$ cat src/rtl/sdrx_pkg.sv
`timescale 1ns/1ps
// Shared codes for the delta-sigma input channel.
// Assumes: the interface and source codes are 2-bit fields driven by configuration.
package sdrx_pkg;
    typedef enum logic [1:0] {
        IF_SPI_RISE  = 2'd0,
        IF_SPI_FALL  = 2'd1,
        IF_MAN_RISE0 = 2'd2,
        IF_MAN_RISE1 = 2'd3
    } sdrx_if_e;

    typedef enum logic [1:0] {
        SRC_EXT       = 2'd0,
        SRC_INT       = 2'd1,
        SRC_HALF_FALL = 2'd2,
        SRC_HALF_RISE = 2'd3
    } sdrx_src_e;

    localparam int PIN_DATA = 0;
    localparam int PIN_ALT  = 1;
    localparam int PIN_CEXT = 2;
    localparam int PIN_CINT = 3;
    localparam int NUM_PINS = 4;
endpackage

$ cat src/rtl/sdrx_sync.sv
`timescale 1ns/1ps
// Two-flop synchronizer with an extra history stage per pin, giving the level
// and single-cycle rise and fall pulses in the clk domain.
// Assumes: pins are held low during reset, so no spurious edge follows reset.
module sdrx_sync #(
    parameter int W = 4
) (
    input  logic         clk,
    input  logic         rst_n,
    input  logic [W-1:0] pin,
    output logic [W-1:0] lvl,
    output logic [W-1:0] rise,
    output logic [W-1:0] fall
);
    for (genvar i = 0; i < W; i++) begin : g_pin
        logic meta_q, sync_q, hist_q;

        // Cross the pin into clk and keep one cycle of history.
        always_ff @(posedge clk) begin
            if (!rst_n) begin
                meta_q <= 1'b0;
                sync_q <= 1'b0;
                hist_q <= 1'b0;
            end else begin
                meta_q <= pin[i];
                sync_q <= meta_q;
                hist_q <= sync_q;
            end
        end

        assign lvl[i]  = sync_q;
        assign rise[i] = sync_q & ~hist_q;
        assign fall[i] = ~sync_q & hist_q;
    end
endmodule

$ cat src/rtl/sdrx_clk_sel.sv
`timescale 1ns/1ps
// Bit clock selection for the clocked interface codes: chooses the external
// or internal clock, or an internal clock halved on one chosen edge, and
// returns a capture pulse on the requested edge of the chosen clock.
// Assumes: edge pulses are already synchronized; the halved phase restarts low
// whenever the channel is disabled.
module sdrx_clk_sel
    import sdrx_pkg::*;
(
    input  logic      clk,
    input  logic      rst_n,
    input  logic      en,
    input  sdrx_src_e src,
    input  logic      fall_sel,
    input  logic      ext_rise,
    input  logic      ext_fall,
    input  logic      int_rise,
    input  logic      int_fall,
    output logic      cap
);
    logic half_q;
    logic half_tick;

    // Pick which internal edge advances the halved clock.
    always_comb begin
        case (src)
            SRC_HALF_FALL: half_tick = int_fall;
            SRC_HALF_RISE: half_tick = int_rise;
            default:       half_tick = 1'b0;
        endcase
    end

    // Halved clock phase, cleared while disabled.
    always_ff @(posedge clk) begin
        if (!rst_n || !en) begin
            half_q <= 1'b0;
        end else if (half_tick) begin
            half_q <= ~half_q;
        end
    end

    // Capture on the requested edge of the selected clock.
    always_comb begin
        case (src)
            SRC_EXT: cap = fall_sel ? ext_fall : ext_rise;
            SRC_INT: cap = fall_sel ? int_fall : int_rise;
            default: cap = half_tick & (fall_sel ? half_q : ~half_q);
        endcase
    end
endmodule

$ cat src/rtl/sdrx_manch.sv
`timescale 1ns/1ps
// Manchester decoder: takes the first transition after enable as mid-bit,
// then accepts a transition only when at least 3/4 of a bit period of system
// clocks has passed since the last accepted one. The polarity input picks
// whether a rising transition means 1.
// Assumes: bit_cycles is at least 4 and stable while enabled.
module sdrx_manch #(
    parameter int CNT_W = 8
) (
    input  logic             clk,
    input  logic             rst_n,
    input  logic             en,
    input  logic             rise_is_one,
    input  logic [CNT_W-1:0] bit_cycles,
    input  logic             d_rise,
    input  logic             d_fall,
    output logic             mid,
    output logic             mid_bit
);
    localparam logic [CNT_W-1:0] CNT_MAX = {CNT_W{1'b1}};

    logic             locked_q;
    logic [CNT_W-1:0] cnt_q;
    logic [CNT_W-1:0] accept_thr;

    assign accept_thr = (bit_cycles >> 1) + (bit_cycles >> 2);

    // Decide whether the present transition is a mid-bit one.
    always_comb begin
        mid     = en & (d_rise | d_fall) & (~locked_q | (cnt_q >= accept_thr));
        mid_bit = rise_is_one ? d_rise : d_fall;
    end

    // Lock flag and elapsed-cycle counter, flushed while disabled.
    always_ff @(posedge clk) begin
        if (!rst_n || !en) begin
            locked_q <= 1'b0;
            cnt_q    <= '0;
        end else if (mid) begin
            locked_q <= 1'b1;
            cnt_q    <= '0;
        end else if (cnt_q != CNT_MAX) begin
            cnt_q <= cnt_q + 1'b1;
        end
    end
endmodule

$ cat src/rtl/sd_rx_channel.sv
`timescale 1ns/1ps
// One delta-sigma input channel: synchronizes the pins, selects the data pin,
// then either captures on a chosen clock edge or decodes Manchester code, and
// registers a one-bit sample with a single-cycle strobe.
// Assumes: configuration changes only while cfg_enable is low; bit clocks are
// slower than a quarter of clk.
module sd_rx_channel
    import sdrx_pkg::*;
#(
    parameter int CNT_W = 8
) (
    input  logic             clk,
    input  logic             rst_n,
    input  logic             cfg_enable,
    input  logic [1:0]       cfg_type,
    input  logic [1:0]       cfg_clk_src,
    input  logic             cfg_alt_sel,
    input  logic [CNT_W-1:0] cfg_bit_cycles,
    input  logic             sd_data,
    input  logic             sd_data_alt,
    input  logic             sd_clk_ext,
    input  logic             sd_clk_int,
    output logic             smp_bit,
    output logic             smp_valid
);
    logic [NUM_PINS-1:0] pins, lvl, rise, fall;
    logic                d_lvl, d_rise, d_fall;
    logic                spi_cap, man_mid, man_bit;
    logic                is_man, evt, evt_bit;
    sdrx_if_e            if_code;
    sdrx_src_e           src_code;

    assign if_code  = sdrx_if_e'(cfg_type);
    assign src_code = sdrx_src_e'(cfg_clk_src);

    // Gather the asynchronous pins for the synchronizer.
    always_comb begin
        pins           = '0;
        pins[PIN_DATA] = sd_data;
        pins[PIN_ALT]  = sd_data_alt;
        pins[PIN_CEXT] = sd_clk_ext;
        pins[PIN_CINT] = sd_clk_int;
    end

    sdrx_sync #(.W(NUM_PINS)) u_sync (
        .clk  (clk),
        .rst_n(rst_n),
        .pin  (pins),
        .lvl  (lvl),
        .rise (rise),
        .fall (fall)
    );

    // Choose the own or the neighbouring data pin.
    always_comb begin
        d_lvl  = cfg_alt_sel ? lvl[PIN_ALT]  : lvl[PIN_DATA];
        d_rise = cfg_alt_sel ? rise[PIN_ALT] : rise[PIN_DATA];
        d_fall = cfg_alt_sel ? fall[PIN_ALT] : fall[PIN_DATA];
    end

    sdrx_clk_sel u_clk_sel (
        .clk     (clk),
        .rst_n   (rst_n),
        .en      (cfg_enable),
        .src     (src_code),
        .fall_sel(if_code == IF_SPI_FALL),
        .ext_rise(rise[PIN_CEXT]),
        .ext_fall(fall[PIN_CEXT]),
        .int_rise(rise[PIN_CINT]),
        .int_fall(fall[PIN_CINT]),
        .cap     (spi_cap)
    );

    sdrx_manch #(.CNT_W(CNT_W)) u_manch (
        .clk        (clk),
        .rst_n      (rst_n),
        .en         (cfg_enable),
        .rise_is_one(if_code == IF_MAN_RISE1),
        .bit_cycles (cfg_bit_cycles),
        .d_rise     (d_rise),
        .d_fall     (d_fall),
        .mid        (man_mid),
        .mid_bit    (man_bit)
    );

    // Merge the two decoding paths into one event.
    always_comb begin
        is_man  = (if_code == IF_MAN_RISE0) || (if_code == IF_MAN_RISE1);
        evt     = cfg_enable & (is_man ? man_mid : spi_cap);
        evt_bit = is_man ? man_bit : d_lvl;
    end

    // Output sample register and strobe.
    always_ff @(posedge clk) begin
        if (!rst_n) begin
            smp_valid <= 1'b0;
            smp_bit   <= 1'b0;
        end else begin
            smp_valid <= evt;
            if (evt) begin
                smp_bit <= evt_bit;
            end
        end
    end
endmodule

$ cat config.mk
export PLATFORM = sky130hd
export DESIGN_NAME = sd_rx_channel
export DESIGN_NICKNAME = d
export VERILOG_FILES = /design/src/rtl/sdrx_pkg.sv /design/src/rtl/sdrx_sync.sv /design/src/rtl/sdrx_clk_sel.sv /design/src/rtl/sdrx_manch.sv /design/src/rtl/sd_rx_channel.sv
export SDC_FILE = /design/constraint.sdc
export NUM_CORES = 1
export LEC_CHECK = 0
export BUFFER_PORTS_ARGS = -buffer_cell sky130_fd_sc_hd__buf_2
export CAP_MARGIN = 30
export CORE_ASPECT_RATIO = 0.9
export CORE_MARGIN = 1
export CORE_UTILIZATION = 60
export DETAILED_ROUTE_END_ITERATION = 10
export GPL_TIMING_DRIVEN = 1
export PLACE_DENSITY = 0.83
export REMOVE_ABC_BUFFERS = 1
export SETUP_SLACK_MARGIN = 0.02
export SLEW_MARGIN = 20
export SYNTH_ARGS = -nofsm -noshare
export SYNTH_HDL_FRONTEND = slang
export SYNTH_SLANG_ARGS = --single-unit
$ cat constraint.sdc
create_clock -name clk -period 5.7 [get_ports clk]
set_input_delay 0.855 -clock clk [delete_from_list [all_inputs] [get_ports clk]]
set_output_delay 0.855 -clock clk [all_outputs]
set_load 0.02 [all_outputs]
==> metrics.cfg <==
[outcome]
status=complete, no violations

[cells_and_area]
nets=213
final_cells=200
post_route_cells_drive_above_1_share=0.197
fin_area_um2=1630
fin_util=0.722
area_growth_pct=9.47
antennaDiodeCount=0

[drt]
drt_iter0_markers=19
wl_um=2510
via_count=1119
first_pass_iters=4
via_per_inst=5.60
final_antenna_net_count=0
wire_per_inst_um=12.6
drc=0

[synth]
seq_area_frac_synth=0.322
synthCells=152
synth_enable_flop_cells=0
netlist_area_um2=1490
synth_area_per_cell_um2=9.82
synth_seq_cells=24
synth-main-ff-cell=dfxtp_1
synth_cell_types=38
synth_warnings=0
async_flop_share=0

[cts]
ctsResizeCount=0
post-cts-setup-buffer-count=0
cts_tree=yes
clock_path_buffers=2
worstSkewPairLatency_ps=310
cts.sinks=24
cts_htree_levels=1
cts.clk_slew.worst_paths_ps=110
postCtsHoldBufs=0
cts.root.buffer_cell=clkbuf_4
cts-buffers-inserted=3

[critical_path]
cpMaxStageDelayCell=fa_1
startpoint_type=primary input
path_delay_family=compound AO/OA/AOI/OAI gates
cp-end-kind=register
cp.required_ps=5940
arrival_ps=3420
worst_path_largest_cell_delay_ps=400
critPathBufInv=1
critPathMaxFanout=3
path_class=primary input to register
crit_chain=buf_2 -> ha_1 -> fa_1 -> a21oi_1 -> o21bai_1 -> a21oi_1 -> o21bai_1 -> xnor2_1 -> ha_1 -> nand3_1 -> and4b_1 -> o311ai_2 -> a41oi_2 -> mux2i_1

[timing]
whs_ps=448
setup_violations=0
fin_tns_setup_ps=0
finalMaxSlewViolations=0
hold_viol=0
slew_headroom=0.759
skew_ps=6.12
fmax_mhz=315
tightest_slew_ps=361
post-route-period-util=0.558
final.setup.worst_slack_ps=2520
min_period_ps=3180
rsz0062_at_grt=no

[place]
place_area_um2=1610
io_buffers=20
place_hpwl_um=2050
numPlacedInstances=197
dp_worst_setup_slack_ps=2180
gp_congestion=0.787

[grt]
first_global_vias=1069
grt.busiest_layer=met2
use_met1=0.279
grt_max_degree=17
gr-usage-met2=0.360
antenna_found_initial=0
grt_util_met3=0.0561
grt_first_pass_wirelength_um=4300
track_usage=0.217
grt_overflow=0

[hold_path]
min_path_type=register to register

[power_and_ir_drop]
powerDensity_nw_per_um2=191
leakage_nw=0.699
ir_worst_vdd_v=0.000157
power_mw=0.313

[flow_run]
max-cap-violations=0

[floorplan]
fp.dieH_um=49.3
top_level_ports=22
fp-row-count=16
dieArea_um2=2690
start_util=0.660
die_w_um=54.6
core_area_um2=2260

layer usage:
metal,vias up,share of wire
li1,586,-
met1,516,0.49
met2,15,0.47
met3,2,0.031
met4,0,0.0060
met5,-,0
flip-flops by register name, summed over array words and instances, names as in the netlist:
signal	flops
u_manch.locked_q	1
u_sync.g_pin.meta_q	4
u_sync.g_pin.sync_q	4
u_manch.cnt_q	8
u_sync.g_pin.hist_q	4
u_clk_sel.half_q	1
smp_bit	1
smp_valid	1
where the power goes:
group	switching (mW)	internal (mW)	leakage, nW	total [mW]
logic	0.0323	0.0336	0.489	0.0659
clock network	0.0465	0.0247	0.0138	0.0712
registers	0.00310	0.172	0.196	0.176
total	0.0820	0.231	0.699	0.313
path summary, 6_finish.rpt:
path                               start                     end  slack [ps]  cells after the start
setup reg to reg        u_manch.cnt_q[0]                 smp_bit        3760                      7
hold reg to reg   u_sync.g_pin[2].meta_q  u_sync.g_pin[2].sync_q         450                      1
hold / removal    u_sync.g_pin[2].meta_q  u_sync.g_pin[2].sync_q         450                      1
setup / recovery       cfg_bit_cycles[2]                 smp_bit        2520                     14
layout by cell type, fill, tap and decap left out, types with 2 or more instances in the layout:
master / Yosys / layout
xnor2_1: 10 / 10
and4b_1: 2 / 2
a211oi_2: 3 / 3
mux2i_1: 4 / 4
clkbuf_4: 0 / 3
dfxtp_1: 24 / 24
nand3b_1: 2 / 2
nand2_1: 9 / 9
nand3_1: 4 / 4
ha_1: 17 / 17
and4_1: 2 / 2
a21oi_1: 4 / 4
a21o_1: 2 / 2
nor3b_1: 2 / 2
nor2_1: 12 / 12
inv_1: 6 / 6
o21bai_1: 3 / 3
buf_2: 0 / 20
nand2b_1: 2 / 2
nor3_1: 2 / 2
a31oi_1: 2 / 2
and2_1: 13 / 13
nor2b_1: 3 / 3
o21ai_0: 7 / 7
and3b_1: 2 / 2
synth_stat cells (4+ instances only):
master,number,area (um^2)
dfxtp_1,24,480
ha_1,17,213
and2_1,13,81.3
nor2_1,12,45.0
xnor2_1,10,87.6
nand2_1,9,33.8
o21ai_0,7,35.0
inv_1,6,22.5
a21oi_1,4,20.0
mux2i_1,4,40.0
nand3_1,4,20.0
logic make-up (layout without fill, tap and decap cells):
group / Yosys count / after routing / share of synthesized area
adder cells (fa/ha/maj): 18 / 18 / 0.156
multiplexers: 5 / 5 / 0.0419
flip-flops: 24 / 24 / 0.322
AND/OR/NAND/NOR: 59 / 59 / 0.231
AO/OA/AOI/OAI: 27 / 27 / 0.159
buffers and inverters: 8 / 29 / 0.0251
XOR/XNOR: 11 / 11 / 0.0645
area by class of cell:
| type | instances | area (um^2) |
|---|---|---|
| multi-input combinational | 120 | 975 |
| sequential | 24 | 480 |
| fill | 177 | 628 |
| clock buffer | 3 | 22.5 |
| timing repair buffer | 20 | 100 |
| inverter | 6 | 22.5 |
| tap | 27 | 33.8 |
Power figures use the tool's default switching activity.
